--- src/rtl/ackpoll_pkg.sv ---
// Shared types for the acknowledge polling sequencer.
// Assumes the bit engine decodes the operation code values listed here.
package ackpoll_pkg;
    typedef enum logic [1:0] {
        OP_START = 2'd0,
        OP_WRITE = 2'd1,
        OP_STOP  = 2'd2
    } bus_op_e;

    typedef enum logic [2:0] {
        ST_IDLE,
        ST_START,
        ST_ADDR,
        ST_GAP,
        ST_INSTR,
        ST_STOP_OK,
        ST_STOP_TO
    } seq_state_e;
endpackage

--- src/rtl/ackpoll_retry_ctr.sv ---
// Attempt counter and inter-attempt gap timer.
// Assumes: arm is asserted once, when a run is accepted; nack marks a refused address byte;
// gap_load is asserted on the same cycle the sequencer enters its wait state.
module ackpoll_retry_ctr #(
    parameter int ATT_W   = 8,
    parameter int GAP_CYC = 4
) (
    input  logic             clk,
    input  logic             rst_n,
    input  logic             arm,
    input  logic [ATT_W-1:0] max_in,
    input  logic             nack,
    input  logic             gap_load,
    output logic             limit_hit,
    output logic             gap_done
);
    localparam int CW = ATT_W + 1;
    localparam int GW = (GAP_CYC > 1) ? $clog2(GAP_CYC) : 1;

    logic [ATT_W-1:0] max_q;
    logic [ATT_W-1:0] tries_q;
    logic [CW-1:0]    max_eff;
    logic [CW-1:0]    tries_next;

    // Latch the limit and clear the count at acceptance; count refusals afterwards.
    always_ff @(posedge clk) begin
        if (!rst_n) begin
            max_q   <= '0;
            tries_q <= '0;
        end else if (arm) begin
            max_q   <= max_in;
            tries_q <= '0;
        end else if (nack) begin
            tries_q <= tries_q + 1'b1;
        end
    end

    // A refusal hits the limit when the count including it reaches the limit (0 acts as 1).
    always_comb begin
        max_eff    = (max_q == '0) ? CW'(1) : {1'b0, max_q};
        tries_next = {1'b0, tries_q} + CW'(1);
        limit_hit  = (tries_next >= max_eff);
    end

    generate
        if (GAP_CYC > 1) begin : g_gap
            logic [GW-1:0] gap_q;
            // Gap timer: loaded with GAP_CYC-1, counts down to zero while waiting.
            always_ff @(posedge clk) begin
                if (!rst_n)
                    gap_q <= '0;
                else if (gap_load)
                    gap_q <= GW'(GAP_CYC - 1);
                else if (gap_q != '0)
                    gap_q <= gap_q - 1'b1;
            end
            assign gap_done = (gap_q == '0);
        end else begin : g_nogap
            assign gap_done = 1'b1;
        end
    endgenerate
endmodule

--- src/rtl/ackpoll_fsm.sv ---
// Sequencing state machine: start, address, optional gap, then stop or chained instruction.
// Assumes bus_done is a single-cycle answer from the bit engine for the current request.
module ackpoll_fsm
    import ackpoll_pkg::*;
#(
    parameter int GAP_CYC = 4
) (
    input  logic       clk,
    input  logic       rst_n,
    input  logic       poll_req,
    input  logic       chain_in,
    input  logic       bus_done,
    input  logic       bus_ack,
    input  logic       limit_hit,
    input  logic       gap_done,
    output seq_state_e state,
    output logic       arm,
    output logic       nack,
    output logic       gap_load,
    output logic       done_p,
    output logic       to_p
);
    seq_state_e state_q, state_d;
    logic       chain_q;

    // Next-state selection and control strobes.
    always_comb begin
        state_d  = state_q;
        arm      = (state_q == ST_IDLE) && poll_req;
        nack     = (state_q == ST_ADDR) && bus_done && !bus_ack;
        gap_load = 1'b0;
        case (state_q)
            ST_IDLE:  if (poll_req) state_d = ST_START;
            ST_START: if (bus_done) state_d = ST_ADDR;
            ST_ADDR: begin
                if (bus_done) begin
                    if (bus_ack)
                        state_d = chain_q ? ST_INSTR : ST_STOP_OK;
                    else if (limit_hit)
                        state_d = ST_STOP_TO;
                    else if (GAP_CYC == 0)
                        state_d = ST_START;
                    else begin
                        state_d  = ST_GAP;
                        gap_load = 1'b1;
                    end
                end
            end
            ST_GAP:   if (gap_done) state_d = ST_START;
            ST_INSTR, ST_STOP_OK, ST_STOP_TO:
                      if (bus_done) state_d = ST_IDLE;
            default:  state_d = ST_IDLE;
        endcase
    end

    // State register, chain flag latch and end-of-run pulse registers.
    always_ff @(posedge clk) begin
        if (!rst_n) begin
            state_q <= ST_IDLE;
            chain_q <= 1'b0;
            done_p  <= 1'b0;
            to_p    <= 1'b0;
        end else begin
            state_q <= state_d;
            if (arm) chain_q <= chain_in;
            done_p  <= bus_done && ((state_q == ST_INSTR) || (state_q == ST_STOP_OK));
            to_p    <= bus_done && (state_q == ST_STOP_TO);
        end
    end

    assign state = state_q;
endmodule

--- src/rtl/ackpoll_bus_drv.sv ---
// Maps the sequencer state onto the bit-engine request port.
// Assumes a request stays up while the state stays, so it is held until bus_done.
module ackpoll_bus_drv
    import ackpoll_pkg::*;
#(
    parameter int AW = 7,
    parameter int DW = 8
) (
    input  logic          clk,
    input  logic          rst_n,
    input  logic          load,
    input  logic [AW-1:0] addr_in,
    input  logic [DW-1:0] instr_in,
    input  seq_state_e    state,
    output logic          bus_req,
    output logic [1:0]    bus_op,
    output logic [DW-1:0] bus_wdata
);
    localparam int PAD = DW - AW;

    logic [DW-1:0] addr_byte_q;
    logic [DW-1:0] instr_q;

    // Capture the address byte (write direction) and the chained instruction at acceptance.
    always_ff @(posedge clk) begin
        if (!rst_n) begin
            addr_byte_q <= '0;
            instr_q     <= '0;
        end else if (load) begin
            addr_byte_q <= {addr_in, {PAD{1'b0}}};
            instr_q     <= instr_in;
        end
    end

    // Operation, byte and request level for the current state.
    always_comb begin
        bus_req   = 1'b1;
        bus_op    = OP_START;
        bus_wdata = addr_byte_q;
        case (state)
            ST_START:   bus_op = OP_START;
            ST_ADDR:    bus_op = OP_WRITE;
            ST_INSTR: begin
                bus_op    = OP_WRITE;
                bus_wdata = instr_q;
            end
            ST_STOP_OK, ST_STOP_TO: bus_op = OP_STOP;
            default:    bus_req = 1'b0;
        endcase
    end
endmodule

--- src/rtl/ackpoll_seq.sv ---
// Top of the acknowledge polling sequencer.
// Waits out a slave's nonvolatile write by re-addressing it until it acknowledges,
// then ends with stop or chains an instruction byte. Assumes one bit engine answers each request.
module ackpoll_seq #(
    parameter int ATT_W   = 8,
    parameter int GAP_CYC = 4
) (
    input  logic             clk,
    input  logic             rst_n,
    input  logic             poll_req,
    input  logic [6:0]       poll_addr,
    input  logic             chain_next,
    input  logic [7:0]       next_instr,
    input  logic [ATT_W-1:0] max_attempts,
    output logic             busy,
    output logic             done,
    output logic             timeout,
    output logic             bus_req,
    output logic [1:0]       bus_op,
    output logic [7:0]       bus_wdata,
    input  logic             bus_done,
    input  logic             bus_ack
);
    import ackpoll_pkg::*;

    seq_state_e state;
    logic       arm, nack, gap_load, limit_hit, gap_done;

    ackpoll_retry_ctr #(.ATT_W(ATT_W), .GAP_CYC(GAP_CYC)) u_ctr (
        .clk       (clk),
        .rst_n     (rst_n),
        .arm       (arm),
        .max_in    (max_attempts),
        .nack      (nack),
        .gap_load  (gap_load),
        .limit_hit (limit_hit),
        .gap_done  (gap_done)
    );

    ackpoll_fsm #(.GAP_CYC(GAP_CYC)) u_fsm (
        .clk       (clk),
        .rst_n     (rst_n),
        .poll_req  (poll_req),
        .chain_in  (chain_next),
        .bus_done  (bus_done),
        .bus_ack   (bus_ack),
        .limit_hit (limit_hit),
        .gap_done  (gap_done),
        .state     (state),
        .arm       (arm),
        .nack      (nack),
        .gap_load  (gap_load),
        .done_p    (done),
        .to_p      (timeout)
    );

    ackpoll_bus_drv #(.AW(7), .DW(8)) u_drv (
        .clk       (clk),
        .rst_n     (rst_n),
        .load      (arm),
        .addr_in   (poll_addr),
        .instr_in  (next_instr),
        .state     (state),
        .bus_req   (bus_req),
        .bus_op    (bus_op),
        .bus_wdata (bus_wdata)
    );

    // Busy whenever a run is in progress.
    assign busy = (state != ST_IDLE);
endmodule

--- config.mk ---
export PLATFORM = sky130hd
export DESIGN_NAME = ackpoll_seq
export DESIGN_NICKNAME = d
export VERILOG_FILES = /design/src/rtl/ackpoll_pkg.sv /design/src/rtl/ackpoll_retry_ctr.sv /design/src/rtl/ackpoll_fsm.sv /design/src/rtl/ackpoll_bus_drv.sv /design/src/rtl/ackpoll_seq.sv
export SDC_FILE = /design/constraint.sdc
export NUM_CORES = 1
export LEC_CHECK = 0
export CAP_MARGIN = 20
export CORE_ASPECT_RATIO = 1.1
export CORE_MARGIN = 2
export CORE_UTILIZATION = 50
export DETAILED_ROUTE_END_ITERATION = 8
export DONT_BUFFER_PORTS = 1
export PLACE_DENSITY = 0.63
export REMOVE_ABC_BUFFERS = 1
export SLEW_MARGIN = 0
export SYNTH_ARGS = -nofsm -noshare
export SYNTH_HDL_FRONTEND = slang
export SYNTH_HIERARCHICAL = 1
export SYNTH_SLANG_ARGS = --single-unit
--- constraint.sdc ---
create_clock -name clk -period 3.6 [get_ports clk]
set_clock_uncertainty 0.2 [all_clocks]
set_input_delay 0.36 -clock clk [delete_from_list [all_inputs] [get_ports clk]]
set_output_delay 0.36 -clock clk [all_outputs]
set_load 0.01 [all_outputs]
======== Yosys cells after proc, flatten, opt, wreduce, memory -nomap -nowiden ========
Cells that the tools add are included.
W data, S select, Z words.
storage, ports and cells
  word-level logic and storage cells ...... 63
  register bits after elaboration ......... 39
  input bits .............................. 29
  output and inout bits ................... 14
cells by class
  reduce and logical (&&, ||, !) cells .... 19
  add/sub/neg operators ................... 3
  bitwise logic cells ..................... 1
  eq/ne operators ......................... 11
  order comparisons ....................... 1
  multiplexer cells ....................... 19
operator list
  cell                   number
  $mux W3                7
  $mux W8                2
  $pmux W3 S5            1
  $ne A2 B2 Y1 const B   5
  $add A8 B1 Y9 const B  1
  $eq A3 B3 Y1 const B   3
  $ge A9 B9 Y1           1
  $add A8 B1 Y8 const B  1
  $logic_not A8 Y1       1
  $eq A3 B2 Y1 const B   2
  $mux W1                6
  $reduce_or A2 Y1       3
  $logic_and A1 B1 Y1    5
  $reduce_and A5 Y1      1
  $reduce_or A5 Y1       1
  $mux W2                2
  $pmux W2 S2            1
  $reduce_bool A2 Y1     2
  $eq A3 B1 Y1 const B   1
  $logic_not A3 Y1       1
  $reduce_bool A3 Y1     1
  $reduce_or A3 Y1       1
  $logic_not A2 Y1       1
  $sub A2 B1 Y2 const B  1
  other kinds (3)        3

======== Depth between registers and ports, before layout ========
Gate-level depths: netlist of the first run.
  depth in word-level cells ............... 8
  depth in mapped cells ................... 14
  mapped depth without buffers ............ 13

======== Modules after synthesis ========
The synthesis of the first run kept the hierarchy.
by module, submodules not included
  module             area an instance (µm²)  cells each  instances  sequential area each (µm²)
  ackpoll_retry_ctr  1,032.2                 114         1          360.3
  ackpoll_bus_drv    708.2                   64          1          300.3
  ackpoll_fsm        362.8                   37          1          120.1
  ackpoll_seq        6.3                     1           1          0.0

======== Worst setup path after synthesis of the first run ========
No wires, ideal clock.
  path kind ............................... reg2reg
  from .................................... reg u_ctr.tries_q[0]
  to ...................................... reg u_fsm.state_q[0] (netlist: u_fsm/state[0])
  required time ........................... 3.342 ns
  path slack .............................. 0.808 ns
  buffers on the path ..................... 1
  clock period less this slack ............ 2.792 ns
  library setup time ...................... 0.058 ns
  stages on the path, launching flop included .. 15
  data arrival time ....................... 2.534 ns
  cell sequence ........................... dfxtp_1 > ha_1 > and3_1 > buf_4 > nand3_1 > xnor2_1 > ha_1 > a21oi_1 > nand2_1 > a221oi_1 > o31ai_1 > mux2_2 > nand2_1 > o31a_1 > o211a_1
between the ends
  longest elaborated chain between the ends .. 6
RTL lines
  item                     line                     source
  start, declared          ackpoll_retry_ctr.sv:21  logic [ATT_W-1:0] tries_q;
  start signal, assigned   ackpoll_retry_ctr.sv:34  tries_q <= tries_q + 1'b1;
  $add A8 B1 Y9            ackpoll_retry_ctr.sv:41  tries_next = {1'b0, tries_q} + CW'(1);
  via u_ctr.tries_next[6]  ackpoll_retry_ctr.sv:23  logic [CW-1:0] tries_next;
  $ge A9 B9 Y1             ackpoll_retry_ctr.sv:42  limit_hit = (tries_next >= max_eff);
  via limit_hit            ackpoll_seq.sv:27        logic arm, nack, gap_load, limit_hit, gap_done;
  $mux W3                  ackpoll_fsm.sv:39        else if (limit_hit)
  $mux W3                  ackpoll_fsm.sv:37        if (bus_ack)
  $mux W3                  ackpoll_fsm.sv:36        if (bus_done) begin
  $pmux W3 S5              ackpoll_fsm.sv:32        case (state_q)
  end signal, assigned     ackpoll_fsm.sv:64        state_q <= state_d;
  end, declared            ackpoll_fsm.sv:23        seq_state_e state_q, state_d;
The timed path passes the listed nets, and every way through them passes these cells. The select of a mux whose other input is x is not followed.
A chain may end at the register's enable or synchronous reset.

======== Worst setup path after layout of the first run ========
Ends and elaborated chain as after synthesis.

==> flow_metrics.tcl, run 1 <==
set metrics [dict create \
    die_area_mm2 0.00476 \
    critPathCaptureType "flop" \
    hold_slack_ns 0.00459 \
    core_mm2 0.00399 \
    setup_viol_count_final 0 \
    rsz0062_at_grt "false" \
    viasPerCell 5.47 \
    crit_arrival_ns 3.15 \
    critPathMaxStageDelay_ns 0.42 \
    hold_viol 0 \
    drv_slew 0 \
    p_total_uw 1200 \
    antenna_cells 0 \
    yosys_register_bits 39 \
    grt_first_pass_wirelength_mm 6.66 \
    final_common_cell "dfxtp_1" \
    cp.required_ns 3.64 \
    final_cell_mix "dfxtp_1 (39), mux2i_1 (27), nor2b_1 (26)" \
    yosysSeqAreaShare_pct 37.0 \
    drtAntennaViolNets 0 \
    drv_cap 0 \
    cts_sinks 39 \
    pwr_density_cell_mw_per_mm2 533 \
    first_pass_iters 4 \
    drcViolationCount 0 \
    worstPathCellList "ha_1 > and3_1 > nand3_1 > xnor2_1 > ha_1 > a21oi_1 > nand2_1 > a221oi_1 > o31ai_1 > mux2_2 > nand2_1 > o31a_1 > o211a_1" \
    die_y_um 72.1 \
    cp-start-kind "flop" \
    cts_inserted_buffers 5 \
    grt_max_degree 28 \
    multiInputGateArea_mm2 0.00122 \
    min_period_ns 3.12 \
    avgSynthCellArea_um2 9.77 \
    nNetsFinal 253 \
    placement_rows 24 \
    critPathBufInv 0 \
    drive_gt1_share_pct 11.6 \
    fillers 360 \
    slowest_stage "dfxtp_1" \
    stdcell_count 267 \
    gp_congestion 0.784 \
    hold_path_class "in2reg" \
    fmax_mhz 321 \
    antenna_found_initial 0 \
    synthDistinctLibCells 45 \
    cp_max_fo 5 \
    cts.reportedPaths.clkPinSlew_ns 0.08 \
    p_leak_uw 0.000911 \
    port-buffer-count 0 \
    synthCells 216 \
    hpwl_mm 2.86 \
    cts_tree "yes" \
    via_count 1460 \
    first_global_vias 1475 \
    cts_setup_buffers 0 \
    h-tree-depth 2 \
    tightest_slew_ns 0.704 \
    fin_util_pct 56.3 \
    drt_iter0_markers 70 \
    grt-ovfl-total 0 \
    die_x_um 65.9 \
    synth_edf_count 0 \
    ir_drop_uv 309 \
    slew_headroom_pct 53.0 \
    area.sequential_um2 781 \
    status "completed" \
    initial_core_util_pct 52.8 \
    grt_use_total_pct 18.4 \
    cts_root_buf "clkbuf_8" \
    synthArstFlopShare_pct 0 \
    clock_path_buffers 2 \
    wl_per_cell_um 15.2 \
    syn-cell-area_mm2 0.00211 \
    setup_tns_ns 0 \
    ys.flop_type "dfxtp_1" \
    yosysWarnings 6 \
    clk_latency_ns 0.29 \
    critPathKind "reg2reg" \
    ios 43 \
    final.period_utilization_pct 86.6 \
    areaGrowthSynthToFinish_pct 6.52 \
    wirelength_mm 4.06 \
    crit_family "compound AO/OA/AOI/OAI gates" \
    dp.cells 257 \
]
## power by group
part	switching [µW]	internal (µW)	total [µW]	leakage [µW]
Clock	157	206	363	0.0000581
Combinational	148	154	302	0.000534
Sequential	52.2	480	533	0.000319
## sequential cells by signal (all words and copies together), names as in the netlist
register / flops
u_ctr/max_q: 8
u_ctr/tries_q: 8
u_drv/instr_q: 8
u_drv/addr_byte_q: 7
u_fsm/state: 3
u_ctr/g_gap.gap_q: 2
u_fsm/chain_q: 1
u_fsm/done_p: 1
u_fsm/to_p: 1
## synthesized netlist by cell type (2+ instances only)
master,instances,area [µm²]
clkbuf_1,3,11.3
xnor2_1,6,52.6
dfxtp_1,39,781
nand4_1,3,18.8
nor2b_1,26,163
buf_4,3,22.5
o21ai_0,2,10.0
xor2_1,10,87.6
nand3_1,4,20.0
inv_1,9,33.8
nor3_1,2,10.0
nand2_1,8,30.0
a21oi_1,4,20.0
and2_1,2,12.5
nor2_1,17,63.8
and3_1,2,12.5
o21a_1,2,15.0
ha_1,10,125
buf_2,5,25.0
mux2i_1,27,270
mux2_2,8,90.1
## metal layers
metal  GRT usage (%)  wire length (µm)
met1            21.5              1750
met4            6.80                63
met3            5.12               180
met5               0                 0
met2            32.1              2070
## what timing repair did
action / in CTS / in global routing
endpoints found under the hold margin: 17 / 0
hold buffers: 2 / 0
gates resized for setup: 0 / 0
## worst paths after layout
kind	start	end	slack, ns	cells after the start
worst min register to register	u_drv/instr_q[2]$_SDFFE_PN0P_	u_drv/instr_q[2]$_SDFFE_PN0P_	0.32	2
worst min-delay path	rst_n	u_drv/addr_byte_q[4]$_SDFFE_PN0P_	0.005	1
worst max register to register	u_ctr/tries_q[0]$_SDFFE_PP0P_	u_fsm/state[0]$_SDFFE_PN0P_	0.48	13
worst max-delay path	u_ctr/tries_q[0]$_SDFFE_PP0P_	u_fsm/state[0]$_SDFFE_PN0P_	0.48	13
## cell type report
type | instances | area share [%]
clock inverter | 3 | 1.95
inverter | 9 | 1.50
tap | 52 | 2.90
clock buffer | 5 | 3.06
sequential | 39 | 34.7
timing repair buffer | 4 | 1.56
multi-input combinational | 155 | 54.3
## per-stage QoR
stage / worst slack (ns) / cell area (µm²)
floorplan: 0.782 / 2030
global placement: 0.665 / 2110
detailed placement: 0.540 / 2110
CTS: 0.471 / 2250
global route: 0.225 / 2250
finish: 0.484 / 2250
## cells by family (layout without fill, tap and decap cells)
group,after synthesis,after routing,synth area share [%]
AND/OR/NAND/NOR,76,76,22.1
adder cells (fa/ha/maj),10,10,5.93
buffers and inverters,22,21,5.16
AO/OA/AOI/OAI,18,18,6.11
XOR/XNOR,16,16,6.64
multiplexers,35,35,17.1
flip-flops,39,39,37.0
Power figures use the tool's default switching activity.
==> run 2, diff against run 1 <==
Settings changed: CTS_CLUSTER_DIAMETER from default to 120, MAX_ROUTING_LAYER from default to met4.
==> run 2 against run 1 <==
Count of clock-buffer cells in the layout unchanged. Worst hold slack improved by 0.0055 ns. Global-route usage increased by 0.43 points. Combinational power about the same. Final area unchanged. First-iteration DRC count decreased by 4.3%. Via count increased by 1.2%. Critical path depth unchanged.
==> flow_metrics.tcl, run 2 (same netlist as run 1, synthesis figures left out) <==
set metrics [dict create \
    die_area_mm2 0.00476 \
    placement_rows 24 \
    fmax_mhz 325 \
    cts_sinks 39 \
    final_common_cell "dfxtp_1" \
    crit_arrival_ns 3.12 \
    cts_inserted_buffers 5 \
    gp_congestion 0.770 \
    rsz0062_at_grt "false" \
    grt_use_total_pct 18.9 \
    cp-start-kind "flop" \
    h-tree-depth 2 \
    critPathBufInv 0 \
    reg_top3 "u_ctr/max_q x8, u_ctr/tries_q x8, u_drv/instr_q x8" \
    hold_path_class "in2reg" \
    setup_viol_count_final 0 \
    antenna_cells 0 \
    areaGrowthSynthToFinish_pct 6.52 \
    cts_root_buf "clkbuf_8" \
    critPathCapture "u_fsm/state[0]$_SDFFE_PN0P_" \
    rr_startpoint "u_ctr/tries_q[0]$_SDFFE_PP0P_" \
    first_global_vias 1428 \
    critPathKind "reg2reg" \
    setup_tns_ns 0 \
    min_period_ns 3.08 \
    r2r_cells 13 \
    status "completed" \
    p_leak_uw 0.000911 \
    drive_gt1_share_pct 11.6 \
    hold_viol 0 \
    drcViolationCount 0 \
    nNetsFinal 253 \
    pwr_density_cell_mw_per_mm2 532 \
    antenna_found_initial 0 \
    die_x_um 65.9 \
    hpwl_mm 2.84 \
    r2r_end "u_fsm/state[0]$_SDFFE_PN0P_" \
    core_mm2 0.00399 \
    fin_area_mm2 0.00225 \
    grt_max_degree 28 \
    ir_drop_uv 301 \
    wl_per_cell_um 15.1 \
    cts_tree "yes" \
    cp-startpoint "u_ctr/tries_q[0]$_SDFFE_PP0P_" \
    grt-ovfl-total 0 \
    fillers 367 \
    cp.required_ns 3.64 \
    wirelength_mm 4.04 \
    final_cell_mix "dfxtp_1 (39), mux2i_1 (27), nor2b_1 (26)" \
    port-buffer-count 0 \
    ios 43 \
    worstPathCellList "ha_1 > and3_1 > nand3_1 > xnor2_1 > ha_1 > a21oi_1 > nand2_1 > a221oi_1 > o31ai_1 > mux2_2 > nand2_1 > o31a_1 > o211a_1" \
    final.period_utilization_pct 85.5 \
    drv_cap 0 \
    cp_max_fo 5 \
    cts.reportedPaths.clkPinSlew_ns 0.08 \
    first_pass_iters 4 \
    crit_family "compound AO/OA/AOI/OAI gates" \
    via_count 1477 \
    worst-path-stages 13 \
    initial_core_util_pct 52.8 \
    clock_path_buffers 2 \
    die_y_um 72.1 \
    clk_latency_ns 0.30 \
    critPathCaptureType "flop" \
    drtAntennaViolNets 0 \
    slowest_stage "dfxtp_1" \
    r2r_slack_ns 0.52 \
    viasPerCell 5.53 \
    drv_slew 0 \
    drt_iter0_markers 67 \
    dpl_cell_area_mm2 0.00211 \
    grt_first_pass_wirelength_mm 6.72 \
    critPathMaxStageDelay_ns 0.41 \
    slew_headroom_pct 52.6 \
    tightest_slew_ns 0.710 \
]
==> run 2: cell counts in the layout (fill, tap and decap cells not counted) <==
Identical to the previous run, type by type.
==> run 2: worst min-delay path by stage <==
stage | start | endpoint | slack (ns) | depth (start not counted)
after global placement | rst_n | u_ctr/g_gap.gap_q[0]$_SDFFE_PN0P_ | 0.28 | 1
after global routing | rst_n | u_drv/instr_q[3]$_SDFFE_PN0P_ | 0.009 | 1
after floorplan | u_drv/instr_q[0]$_SDFFE_PN0P_ | u_drv/instr_q[0]$_SDFFE_PN0P_ | 0.27 | 2
final | rst_n | u_fsm/chain_q$_SDFFE_PN0P_ | 0.01 | 1
after CTS | rst_n | u_fsm/chain_q$_SDFFE_PN0P_ | 0.004 | 1
after detailed placement | rst_n | u_ctr/g_gap.gap_q[0]$_SDFFE_PN0P_ | 0.29 | 1
==> run 2: final cells by class <==
class	count	area (µm²)	area share, %
flip-flops and latches	39	781	34.7
multi-input cells	155	1220	54.3
inverters	9	33.8	1.50
clock buffers	5	68.8	3.06
repair buffers	4	35.0	1.56
well taps	52	65.1	2.90
clock inverters	3	43.8	1.95
==> run 2: where the power goes <==
group	switching, µW	internal [µW]
Combinational	145	154
Clock	159	206
Sequential	51.5	480
Total	355	840
==> run 2: stage by stage <==
step	hold slack [ns]	utilization, %	setup slack, ns	power (µW)	cells
after global placement	0.282	52.9	0.659	821	257
after global routing	0.00854	56.3	0.391	1270	267
after CTS	0.00352	56.3	0.526	1210	267
after floorplan	0.274	-	0.782	785	203
final	0.0101	56.3	0.524	1200	267
after detailed placement	0.285	52.9	0.557	837	257
==> run 2: what timing repair did <==
action / in CTS / in global routing
buffers inserted: 0 / 0
hold buffers: 2 / 0
hold endpoints to repair: 23 / 0
resized for setup: 0 / 0
==> run 2: metal layers <==
metal	routed length (µm)	global-route usage [%]	vias to the layer above	share of wire [%]
li1	-	-	730	-
met1	1750	22.5	697	43
met2	2040	31.2	44	50
met3	193	5.12	6	4.8
met4	55	5.67	0	1.4
met5	0	-	-	0
